## config.mk

```make
export PLATFORM = sky130hd
export DESIGN_NAME = word_stack_seq
export DESIGN_NICKNAME = d
export VERILOG_FILES = /design/src/rtl/stk_pkg.sv /design/src/rtl/stk_ptr_reg.sv /design/src/rtl/stk_addr_gen.sv /design/src/rtl/stk_ctrl.sv /design/src/rtl/word_stack_seq.sv
export SDC_FILE = /design/constraint.sdc
export NUM_CORES = 1
export LEC_CHECK = 0
export BUFFER_PORTS_ARGS = -buffer_cell sky130_fd_sc_hd__buf_2
export CORE_ASPECT_RATIO = 2
export CORE_MARGIN = 8
export CORE_UTILIZATION = 55
export CTS_CLUSTER_SIZE = 24
export DETAILED_ROUTE_END_ITERATION = 6
export PLACE_DENSITY = 0.77
export SLEW_MARGIN = 5
export SYNTH_ARGS = -nofsm -noshare
export SYNTH_HDL_FRONTEND = slang
export SYNTH_HIERARCHICAL = 1
export SYNTH_SLANG_ARGS = --single-unit
```

## constraint.sdc

```tcl
create_clock -name clk -period 6 [get_ports clk]
set_input_delay 0.6 -clock clk [delete_from_list [all_inputs] [get_ports clk]]
set_output_delay 0.6 -clock clk [all_outputs]
set_load 0.02 [all_outputs]
```

## src/rtl/stk_pkg.sv

```systemverilog
package stk_pkg;
  typedef enum logic [1:0] {
    PH_IDLE   = 2'd0,
    PH_FIRST  = 2'd1,
    PH_SECOND = 2'd2
  } stk_phase_e;
endpackage

```

## src/rtl/stk_ptr_reg.sv

```systemverilog
module stk_ptr_reg #(
  parameter int OFS_W = 16
) (
  input  logic             clk,
  input  logic             rst_n,
  input  logic             ld_en,
  input  logic [OFS_W-1:0] ld_val,
  input  logic             adj_en,
  input  logic             adj_down,
  output logic [OFS_W-1:0] ptr
);
  localparam logic [OFS_W-1:0] STEP = OFS_W'(2);

  always_ff @(posedge clk) begin
    if (!rst_n)      ptr <= '0;
    else if (ld_en)  ptr <= ld_val;
    else if (adj_en) ptr <= adj_down ? ptr - STEP : ptr + STEP;
  end
endmodule

```

## src/rtl/stk_addr_gen.sv

```systemverilog
module stk_addr_gen #(
  parameter int OFS_W     = 16,
  parameter int SEG_SHIFT = 4
) (
  input  logic [OFS_W-1:0]           seg,
  input  logic [OFS_W-1:0]           ofs,
  output logic [OFS_W+SEG_SHIFT-1:0] addr
);
  localparam int ADDR_W = OFS_W + SEG_SHIFT;

  // Sum is truncated to ADDR_W bits, so it wraps modulo 2^ADDR_W.
  assign addr = {seg, {SEG_SHIFT{1'b0}}} + ADDR_W'(ofs);
endmodule

```

## src/rtl/stk_ctrl.sv

```systemverilog
module stk_ctrl
  import stk_pkg::*;
#(
  parameter int OFS_W  = 16,
  parameter int BYTE_W = 8
) (
  input  logic                clk,
  input  logic                rst_n,
  input  logic                req_valid,
  input  logic                req_pop,
  input  logic [2*BYTE_W-1:0] req_wdata,
  input  logic                ptr_ld_en,
  input  logic [OFS_W-1:0]    seg_in,
  input  logic [BYTE_W-1:0]   mem_rdata,
  output logic                req_ready,
  output stk_phase_e          phase,
  output logic                pop_q,
  output logic [2*BYTE_W-1:0] wdata_q,
  output logic [OFS_W-1:0]    seg_q,
  output logic                rsp_valid,
  output logic [2*BYTE_W-1:0] rsp_rdata
);
  logic              accept;
  logic [BYTE_W-1:0] lo_q;

  // A pointer load wins over a request in the same idle cycle.
  assign req_ready = (phase == PH_IDLE) && !ptr_ld_en;
  assign accept    = req_valid && req_ready;

  always_ff @(posedge clk) begin
    if (!rst_n) begin
      phase     <= PH_IDLE;
      pop_q     <= 1'b0;
      wdata_q   <= '0;
      seg_q     <= '0;
      lo_q      <= '0;
      rsp_valid <= 1'b0;
      rsp_rdata <= '0;
    end else begin
      rsp_valid <= (phase == PH_SECOND);
      unique case (phase)
        PH_IDLE: if (accept) begin
          phase   <= PH_FIRST;
          pop_q   <= req_pop;
          wdata_q <= req_wdata;
          seg_q   <= seg_in;
        end
        PH_FIRST: begin
          if (pop_q) lo_q <= mem_rdata;
          phase <= PH_SECOND;
        end
        PH_SECOND: begin
          if (pop_q) rsp_rdata <= {mem_rdata, lo_q};
          phase <= PH_IDLE;
        end
        default: phase <= PH_IDLE;
      endcase
    end
  end
endmodule

```

## src/rtl/word_stack_seq.sv

```systemverilog
module word_stack_seq
  import stk_pkg::*;
#(
  parameter int OFS_W     = 16,
  parameter int SEG_SHIFT = 4,
  parameter int BYTE_W    = 8
) (
  input  logic                      clk,
  input  logic                      rst_n,
  input  logic [OFS_W-1:0]          seg_base,
  input  logic                      ptr_ld_en,
  input  logic [OFS_W-1:0]          ptr_ld_val,
  input  logic                      req_valid,
  output logic                      req_ready,
  input  logic                      req_pop,
  input  logic [2*BYTE_W-1:0]       req_wdata,
  output logic                      rsp_valid,
  output logic [2*BYTE_W-1:0]       rsp_rdata,
  output logic [OFS_W-1:0]          sp_out,
  output logic                      mem_en,
  output logic                      mem_we,
  output logic [OFS_W+SEG_SHIFT-1:0] mem_addr,
  output logic [BYTE_W-1:0]         mem_wdata,
  input  logic [BYTE_W-1:0]         mem_rdata
);
  localparam logic [OFS_W-1:0] ONE = OFS_W'(1);
  localparam logic [OFS_W-1:0] TWO = OFS_W'(2);

  stk_phase_e          phase;
  logic                pop_q;
  logic [2*BYTE_W-1:0] wdata_q;
  logic [OFS_W-1:0]    seg_q;
  logic [OFS_W-1:0]    ofs;
  logic                idle;

  assign idle = (phase == PH_IDLE);

  stk_ctrl #(.OFS_W(OFS_W), .BYTE_W(BYTE_W)) u_ctrl (
    .clk(clk), .rst_n(rst_n),
    .req_valid(req_valid), .req_pop(req_pop), .req_wdata(req_wdata),
    .ptr_ld_en(ptr_ld_en), .seg_in(seg_base), .mem_rdata(mem_rdata),
    .req_ready(req_ready), .phase(phase), .pop_q(pop_q),
    .wdata_q(wdata_q), .seg_q(seg_q),
    .rsp_valid(rsp_valid), .rsp_rdata(rsp_rdata)
  );

  stk_ptr_reg #(.OFS_W(OFS_W)) u_ptr (
    .clk(clk), .rst_n(rst_n),
    .ld_en(ptr_ld_en && idle), .ld_val(ptr_ld_val),
    .adj_en(phase == PH_SECOND), .adj_down(!pop_q),
    .ptr(sp_out)
  );

  // Byte offset for each phase. Push goes high byte first, below SP.
  // Pop goes low byte first, at and above SP.
  always_comb begin
    unique case (phase)
      PH_FIRST:  ofs = pop_q ? sp_out : sp_out - ONE;
      PH_SECOND: ofs = pop_q ? sp_out + ONE : sp_out - TWO;
      default:   ofs = sp_out;
    endcase
  end

  stk_addr_gen #(.OFS_W(OFS_W), .SEG_SHIFT(SEG_SHIFT)) u_addr (
    .seg(seg_q), .ofs(ofs), .addr(mem_addr)
  );

  assign mem_en    = !idle;
  assign mem_we    = mem_en && !pop_q;
  assign mem_wdata = (phase == PH_FIRST) ? wdata_q[2*BYTE_W-1:BYTE_W]
                                         : wdata_q[BYTE_W-1:0];
endmodule

```

# --- After elaboration in Yosys (flattened, before gate mapping) ---
# Cells that the tools add are included.
totals:
  reg_bits: 76
  in_bits: 61
  out_inout_bits: 64
  elab_cells: 37
op_classes:
  n_addsub: 5
  n_eq_ne: 3
  n_mux: 9
  reduce_logical: 12
ops:
  columns: ["cell", "n"]
  rows:
  - ["$mux 16", 5]
  - ["$pmux 16 s2", 1]
  - ["$add 20x16->20", 1]
  - ["$add 16x1->16 const B", 1]
  - ["$add 16x2->16 const B", 1]
  - ["$sub 16x1->16 const B", 1]
  - ["$sub 16x2->16 const B", 1]
  - ["$mux 8", 1]
  - ["$reduce_and 2->1", 3]
  - ["$logic_and 1x1->1", 4]
  - ["$pmux 2 s2", 1]
  - ["$logic_not 1->1", 3]
  - ["$eq 2x1->1 const B", 1]
  - ["$eq 2x2->1 const B", 1]
  - ["$logic_not 2->1", 1]
  - ["$mux 2", 1]
  - ["$ne 2x1->1 const B", 1]
  - ["$reduce_bool 2->1", 1]

# --- Logic depth before layout (Yosys ltp) ---
# Gate-level depths: netlist of run 1.
depth:
  ltp_word: 5
  depth_mapped: 16
  mapped_depth_nobuf: 14

# --- Modules after synthesis ---
# Netlist of run 1, hierarchy kept.
modules_own_cells:
  columns: ["module", "n_inst", "cells_each", "area_each_um2", "seq_area_each_um2"]
  rows:
  - ["stk_ctrl", 1, 240, 2349.8, 1201.2]
  - ["word_stack_seq", 1, 205, 1365.1, 0.0]
  - ["stk_ptr_reg", 1, 164, 1347.5, 320.3]
  - ["stk_addr_gen", 1, 97, 715.7, 0.0]

# --- Worst setup path before layout of run 1 ---
# No wires, ideal clock.
synth_timing:
  kind: "register to output"
  from: "register u_ptr.ptr[2]"
  to: "output port mem_addr[16]"
  t_arrival_ns: 3.759
  required_ns: 5.400
  setup_slack_ns: 1.641
  path_stages_with_launch: 15
  n_path_buf: 1
  cell_sequence: "dfxtp_1 > buf_2 > inv_1 > ha_1 > nor2b_1 > a2bb2o_1 > a32o_1 > a21oi_1 > a31oi_1 > fa_1 > a211o_1 > a211oi_4 > nor3_2 > or4_1 > o2111ai_1"
synth_between:
  elab_chain_cells: 4
  elab_cells_between_ends: 7
  cone_classes: "add/sub: 4; mux: 3"
synth_lines:
  columns: ["item", "line", "source"]
  rows:
  - ["start: declaration", "stk_ptr_reg.sv:10", "output logic [OFS_W-1:0] ptr"]
  - ["start signal: assignment", "stk_ptr_reg.sv:16", "else if (ld_en) ptr <= ld_val;"]
  - ["start signal: assignment", "stk_ptr_reg.sv:17", "else if (adj_en) ptr <= adj_down ? ptr - STEP : ptr + STEP;"]
  - ["$sub 16x2->16, or another cell as far along", "word_stack_seq.sv:59", "PH_SECOND: ofs = pop_q ? sp_out + ONE : sp_out - TWO;"]
  - ["$mux 16, on equally long branches", "word_stack_seq.sv:59, word_stack_seq.sv:58", null]
  - ["$pmux 16 s2 (*)", "word_stack_seq.sv:57", "unique case (phase)"]
  - ["net ofs[5]", "word_stack_seq.sv:33", "logic [OFS_W-1:0] ofs;"]
  - ["$add 20x16->20 (*)", "stk_addr_gen.sv:12", "assign addr = {seg, {SEG_SHIFT{1'b0}}} + ADDR_W'(ofs);"]
  - ["end: declaration", "word_stack_seq.sv:22", "output logic [OFS_W+SEG_SHIFT-1:0] mem_addr,"]
# Mark *: on every way through the listed nets, which the timed path passes. The rest lies on a longest branch.

# --- Worst setup path in the final report of run 1 ---
layout_timing:
  from: "register u_ctrl.phase[0]"
  to: "output port mem_addr[16]"
layout_between:
  elab_chain_cells: 3
  elab_cells_between_ends: 4
  cone_classes: "add/sub: 1; eq/ne: 2; mux: 1"
layout_lines:
  columns: ["item", "line", "source"]
  rows:
  - ["start: declaration", "stk_ctrl.sv:16", "output stk_phase_e phase,"]
  - ["start signal: assignment", "stk_ctrl.sv:32", "phase <= PH_IDLE;"]
  - ["start signal: assignment", "stk_ctrl.sv:43", "phase <= PH_FIRST;"]
  - ["start signal: assignment", "stk_ctrl.sv:50", "phase <= PH_SECOND;"]
  - ["$eq 2x2->1 or $eq 2x1->1 (tied branches)", "word_stack_seq.sv:57", null]
  - ["$pmux 16 s2 (*)", "word_stack_seq.sv:57", null]
  - ["net ofs[9]", "word_stack_seq.sv:33", null]
  - ["$add 20x16->20 (*)", "stk_addr_gen.sv:12", null]
# Marks and branches as above.

==> summary.txt, run 1 <==
Worst setup path
  • CP arrival: 4560 ps
  • Critical path class: flip-flop to output port
  • Startpoint Class: flip-flop
  • Flop2flop setup slack: 2590 ps
  • Critical Path End Type: output port
  • Crit-path max cell delay: 940 ps
  • Cell family with most CP delay: simple AND/OR/NAND/NOR gates
  • CP Data Required Time: 5400 ps
  • Sequence of cells on the critical path: ha_1, nand2_1, or4_2, nor2_1, a31oi_1, o211ai_1, ha_1, o21ai_1, nor3_2, or4_1, o2111ai_1, buf_2
  • Slowest CP cell: ha_1
  • CP bufs+invs: 1
  • Cell mode on critical path: ha_1
  • CP Max Fanout: 26

Clock tree
  • Clock buffer depth: 2
  • Post-CTS Setup Bufs: 0
  • CTS H-tree lvls: 3
  • CTS root buf: clkbuf_16
  • Reg clk slew, reported paths: 70 ps
  • Post_cts resized: 0
  • Clk_lat worst skew: 330 ps
  • Post-CTS Hold Buffers: 0
  • Total CTS buffers: 9
  • Clock Sinks: 76
  • CTS tree: done

Timing
  • Fin. Hold Viols: 0
  • Final setup fails: 0
  • Fin crit period: 5157 ps
  • Max_slew headroom: 0.2739
  • Slew at the pin closest to its max-slew limit: 1089 ps
  • Clk_skew: 6.976 ps
  • Max Transition Viols Final: 0
  • Fmax: 0.1939 GHz
  • Post-route clock period utilization: 0.8595
  • Unrepaired setup endpoints after global routing: false
  • Final setup TNS: 0 ps

Finish
  • Most frequent cells in the layout: nand2_1, buf_2, dfxtp_1, mux2i_1, a21oi_1
  • Layout Nets: 891
  • Post-Layout Inst Area: 6593 µm²
  • Inserted Diodes: 0
  • Most common cell after layout, fill and taps aside: nand2_1
  • Synthesis-to-finish area growth: 14.10%
  • Share of cells above drive strength 1: 0.2247

Global routing
  • Initial antenna violation count: 0
  • Remaining global-route overflow: 0
  • First-pass GRT wire length: 26230 µm
  • Largest net degree at the start of global routing: 102
  • Vias in the first global route: 5532
  • GRT Overall Usage: 0.2260

Floorplan
  • # rows: 53
  • Die width: 88.48 µm
  • Initial Utilization: 0.5585
  • I/O Pins: 125
  • Die Ht: 161.0 µm
  • Die area: 14240 µm²
  • Placeable Area: 10340 µm²

Yosys
  • EDFF count, synth: 0
  • Synth area leader: dfxtp_1
  • Warnings from Yosys: 6
  • Async set or reset register ratio after synthesis: 0
  • Synth Instances: 706
  • Synth area leaders: dfxtp_1, mux2i_1, nand2_1
  • Syn Area/Cell: 8.184 µm²
  • Synthesized area: 5778 µm²
  • Commonest register cell after synthesis: dfxtp_1
  • Top cell type's share of synthesized area: 0.2633
  • Synth cell types: 82
  • Synthesized flop and latch total: 76
  • Sequential share of the synthesized area: 0.2633
  • Net Count, Synth: 801

Detailed routing
  • Router iterations before antenna repair: 5
  • Wirelength per Cell: 16.89 µm
  • DRC viols: 0
  • Vias: 5462
  • Initial DRC count: 457
  • Routed Antenna Nets: 0
  • Routed vias/inst: 5.823
  • Post-Route WL: 15850 µm

Min path
  • Min-delay worst type: flip-flop to flip-flop

Job
  • Max-cap viol count: 0

Pwr
  • Maximum VDD drop: 0.0002207 V
  • Leakage power: 2.934 nW
  • PD cells: 232.8 nW/µm²
  • Final Total Pwr: 1.535 mW

Placed design
  • DPL Wire Length: 11670 µm
  • Number of port buffers: 124
  • GPL Wtd Cong: 0.9355
  • Dpl cell area: 6311 µm²

Run status
  • Status: finished clean
[power breakdown]
| group | internal, mW | switching (mW) |
|---|---|---|
| Sequential | 0.525 | 0.0422 |
| Combinational | 0.177 | 0.261 |
| Clock | 0.287 | 0.242 |
| Total | 0.990 | 0.545 |
[Yosys cell counts, drive strengths merged (3+ instances only)]
cell    number
nand2      132
o311ai       4
buf         21
o21ai       24
xnor2        9
nor3b        6
nor4b        5
or3          7
o21a         4
o211ai       3
o21bai       3
a21o        12
a211oi      10
a31oi       12
or4          3
nor3         8
mux2i       67
ha          32
nand2b       3
o22ai        6
a21oi       45
and2         7
xor2        14
nor4         9
dfxtp       76
nor2        36
clkbuf      29
inv         18
nor2b        5
a211o        3
and3         7
nand3       20
nand4       13
mux2        10
and3b        3
[worst register-to-register path: cells and delay by family (launching register included)]
kind            cells  cell delay, ps
compound gates      4            1210
fa+ha+maj           1             600
simple gates        1              90
buf+inv             2             610
flops               1             790
[flip-flops by register name (all words and copies together) (netlist names)]
register	count
u_ctrl/pop_q	1
u_ctrl/lo_q	8
u_ptr/ptr	16
u_ctrl/seg_q	16
u_ctrl/rsp_rdata	16
u_ctrl/rsp_valid	1
u_ctrl/phase	2
u_ctrl/wdata_q	16
[area by class of cell]
type	instances	area, µm²
Tap cell	137	171.4
Sequential cell	76	1521
Multi-Input combinational cell	561	3886
Inverter	19	71.32
Clock inverter	7	56.30
Fill cell	943	3752
Clock buffer	9	225.2
Timing Repair Buffer	129	660.6
[layer usage]
| layer | global-route usage | share of wire | vias to the layer above |
|---|---|---|---|
| met3 | 0.03838 | 0.057 | 31 |
| met4 | 0.09775 | 0.031 | 0 |
| li1 | - | - | 2731 |
| met2 | 0.3709 | 0.49 | 202 |
| met1 | 0.2765 | 0.42 | 2498 |
| met5 | 0 | 0 | - |
[cells by family after synthesis]
group | count (synthesis) | synth area share
xor+xnor | 23 | 0.03486
fa+ha+maj | 34 | 0.07622
compound gates | 155 | 0.1821
simple gates | 271 | 0.2384
buf+inv | 69 | 0.06561
flops | 76 | 0.2633
mux | 78 | 0.1395
[metrics by stage]
step | setup slack [ps] | hold WS [ps] | utilization | std cells
after detailed placement | 1228 | 446.2 | 0.6101 | 922
after CTS | 839.0 | 458.0 | 0.6373 | 938
final | 843.1 | 455.7 | 0.6373 | 938
after global routing | 469.4 | 472.3 | 0.6373 | 938
after floorplan | 1641 | 431.3 | - | 706
after global placement | 1369 | 440.8 | 0.6101 | 922
[path summary, 6_finish.rpt]
check | cells after the start | start | end
hold reg to reg | 2 | u_ctrl/wdata_q[5] | u_ctrl/wdata_q[5]
setup reg to reg | 8 | u_ctrl/pop_q | u_ptr/ptr[13]
setup / recovery | 12 | u_ctrl/phase[0] | mem_addr[16]
hold / removal | 2 | u_ctrl/wdata_q[5] | u_ctrl/wdata_q[5]
(Power assumes the default switching activity.)
==> run 2: changes to the inputs <==
--- a/config.mk
+++ b/config.mk
@@ -5,13 +5,13 @@
 export SDC_FILE = /design/constraint.sdc
 export NUM_CORES = 1
 export LEC_CHECK = 0
-export BUFFER_PORTS_ARGS = -buffer_cell sky130_fd_sc_hd__buf_2
 export CORE_ASPECT_RATIO = 2
 export CORE_MARGIN = 8
 export CORE_UTILIZATION = 55
 export CTS_CLUSTER_SIZE = 24
 export DETAILED_ROUTE_END_ITERATION = 6
-export PLACE_DENSITY = 0.77
+export DONT_BUFFER_PORTS = 1
+export PLACE_DENSITY = 0.66
 export SLEW_MARGIN = 5
 export SYNTH_ARGS = -nofsm -noshare
 export SYNTH_HDL_FRONTEND = slang
==> constraint.sdc (replaced) <==
create_clock -name clk -period 6 [get_ports clk]
set_input_delay 0 -clock clk [delete_from_list [all_inputs] [get_ports clk]]
set_output_delay 0 -clock clk [all_outputs]
set_load 0.02 [all_outputs]
==> run 2 against run 1 <==
Cell area up 0.68%. Worst setup slack gained 530 ps. Sequential power grew 2%. Clock-buffer cell count stayed put. Critical path depth did not move. Hold slack worse by 440 ps. Via count shrank 1.9%. Non-clock buffer count fell by 60. Maximum frequency increased by 12%. Global-route usage rose by 0.17 points. Clock power rose by 2%. First-iteration DRC count is 9.0% higher. Highest routed layer unchanged.
==> summary.txt, run 2 (same netlist as run 1, synthesis figures left out) <==
Timing
  • Fin crit period: 4624 ps (-532.8 ps)
  • Unrepaired setup endpoints after global routing: false
  • Final setup fails: 0 (unchanged)
  • Max Transition Viols Final: 0 (unchanged)
  • Clk_skew: 3.095 ps (-3.881 ps)
  • Fmax: 0.2163 GHz (+12%)
  • Final setup TNS: 0 ps (unchanged)
  • Post-route clock period utilization: 0.7707 (-0.08881)
  • Final WS setup: 1376 ps (+532.8 ps)
  • Max_slew headroom: 0.2660 (-0.007951)
  • Slew at the pin closest to its max-slew limit: 1101 ps (+11.93 ps)
  • Fin. Hold Viols: 0 (unchanged)

Pwr
  • Internal power: 1.021 mW (+3.1%)
  • Switching power total: 0.5170 mW (-5.2%)
  • Clock group share of total power: 0.353 (+0.008)
  • PD cells: 231.6 nW/µm² (-0.51%)
  • Reg power frac: 0.377 (+0.007)
  • Sw frac: 0.3362 (-0.01910)
  • Logic gate share of total power: 0.270 (-0.015)
  • Leakage power: 2.646 nW (-9.8%)
  • Maximum VDD drop: 0.0002491 V (+13%)

Clock tree
  • CTS root buf: clkbuf_16
  • Clk_lat worst skew: 330 ps (about the same)
  • Reg clk slew, reported paths: 60 ps (about the same)
  • Post-CTS Setup Bufs: 0 (unchanged)
  • Clock Sinks: 76 (unchanged)
  • Total CTS buffers: 9 (unchanged)
  • Clock buffer depth: 2 (unchanged)
  • Post_cts resized: 0 (unchanged)
  • CTS tree: done
  • CTS H-tree lvls: 3 (unchanged)
  • Post-CTS Hold Buffers: 65 (+65)

Finish
  • Inserted Diodes: 0 (unchanged)
  • Most common cell after layout, fill and taps aside: nand2_1
  • Most frequent cells in the layout: nand2_1, dfxtp_1, mux2i_1, dlygate4sd3_1, a21oi_1
  • Layout Nets: 831 (-6.7%)
  • Share of cells above drive strength 1: 0.07432 (-0.1504)
  • Layout Cells excl Fill: 877 (-6.5%)
  • Synthesis-to-finish area growth: 14.88%

Worst setup path
  • Critical Path End Type: output port
  • Sequence of cells on the critical path: inv_1, ha_1, inv_1, a21oi_1, a31oi_1, ha_1, fa_1, a211o_1, a211oi_4, nor3_2, or4_1, o2111ai_1
  • Critical path destination: mem_addr[16]
  • R2R Path Start: u_ctrl/pop_q
  • Startpoint Class: flip-flop
  • CP Max Fanout: 18 (-31%)
  • Origin of the worst setup path: u_ctrl/phase[0]
  • Crit path depth: 12 (unchanged)
  • Worst r2r dst: u_ptr/ptr[13]
  • Worst Reg-to-Reg Cells: 8 (unchanged)
  • Flop2flop setup slack: 2650 ps (+60 ps)
  • CP bufs+invs: 2 (+1)
  • Critical path class: flip-flop to output port
  • Slowest CP cell: ha_1
  • Cell family with most CP delay: adder cells
  • Crit-path max cell delay: 670 ps (-270 ps)
  • CP Data Required Time: 6000 ps (+600 ps)
  • CP arrival: 4620 ps (+60 ps)

Detailed routing
  • Wirelength per Cell: 18.25 µm (+8.1%)
  • Router iterations before antenna repair: 5 (unchanged)
  • Vias: 5360 (-1.9%)
  • Routed vias/inst: 6.112 (+5.0%)
  • DRC viols: 0 (unchanged)
  • Post-Route WL: 16010 µm (+1.0%)
  • Initial DRC count: 498 (+9.0%)
  • Routed Antenna Nets: 0 (unchanged)

Global routing
  • First-pass GRT wire length: 26050 µm (-0.68%)
  • Initial antenna violation count: 0 (unchanged)
  • Remaining global-route overflow: 0 (unchanged)
  • GRT Overall Usage: 0.2277 (+0.001682)
  • Vias in the first global route: 5260 (-4.9%)
  • Largest net degree at the start of global routing: 104 (+2.0%)

Placed design
  • Number of port buffers: 0 (-100%)
  • GPL Wtd Cong: 0.9173 (-1.9%)
  • Placed Cells: 797 (-14%)
  • DPL Wire Length: 11010 µm (-5.7%)
  • Dpl ws: 1768 ps (+540.3 ps)

Floorplan
  • Die area: 14240 µm² (unchanged)
  • Die width: 88.48 µm (unchanged)
  • Placeable Area: 10340 µm² (unchanged)
  • Die Ht: 161.0 µm (unchanged)
  • # rows: 53 (unchanged)
  • Initial Utilization: 0.5585 (unchanged)
  • I/O Pins: 125 (unchanged)

Job
  • Max-cap viol count: 0 (unchanged)

Run status
  • Status: finished clean

Min path
  • Min-delay worst type: input port to flip-flop
## run 2: cell types whose count changed in the layout (fill, tap and decap cells not counted), sizes merged
cell | previous run | this run
buf | 129 | 5
dlygate4sd3 | 0 | 64
inv | 23 | 19
bufinv | 0 | 1
clkinv | 2 | 3
clkinvlp | 1 | 2
## run 2: worst min path at each step
stage / to / depth (start not counted) / slack, ps / start
floorplan: req_ready / 1 / 80 / ptr_ld_en
global placement: req_ready / 1 / 90 / ptr_ld_en
detailed placement: req_ready / 1 / 90 / ptr_ld_en
CTS: u_ptr/ptr[0] / 2 / 2 / rst_n
global route: u_ptr/ptr[0] / 2 / 40 / rst_n
finish: u_ptr/ptr[0] / 2 / 10 / rst_n
## run 2: layout make-up
cell class                      instances  area [µm²]
Inverter                               19       71.32
Multi-Input combinational cell        561        3886
Fill cell                             940        3707
Clock inverter                          6       63.81
Tap cell                              137       171.4
Clock buffer                            9       225.2
Timing Repair Buffer                   69       698.2
Sequential cell                        76        1521
## run 2: metrics by stage
step,instance area (µm²),hold slack [ps],utilization,power [mW]
finish,6638,13.98,0.6416,1.538
global route,6638,36.48,0.6416,1.612
CTS,6638,2.385,0.6416,1.547
detailed placement,5680,89.99,0.5491,0.9554
global placement,5680,91.64,0.5491,0.9534
floorplan,5778,79.55,-,0.9010
## run 2: power by group through the flow
stage / registers, mW / logic [mW] / clock network [mW]
detailed placement: 0.591 / 0.364 / 0
global placement: 0.591 / 0.363 / 0
global route: 0.585 / 0.456 / 0.571
finish: 0.580 / 0.415 / 0.542
CTS: 0.580 / 0.412 / 0.554
floorplan: 0.567 / 0.334 / 0
## run 2: per-layer routing
layer  GRT usage  vias to the layer above  routed length, µm
met5           0                        -                  0
met4     0.07680                        0                311
met3     0.05578                       23                988
met2      0.3846                      171               7971
met1      0.2671                     2544               6736
li1            -                     2622                  -
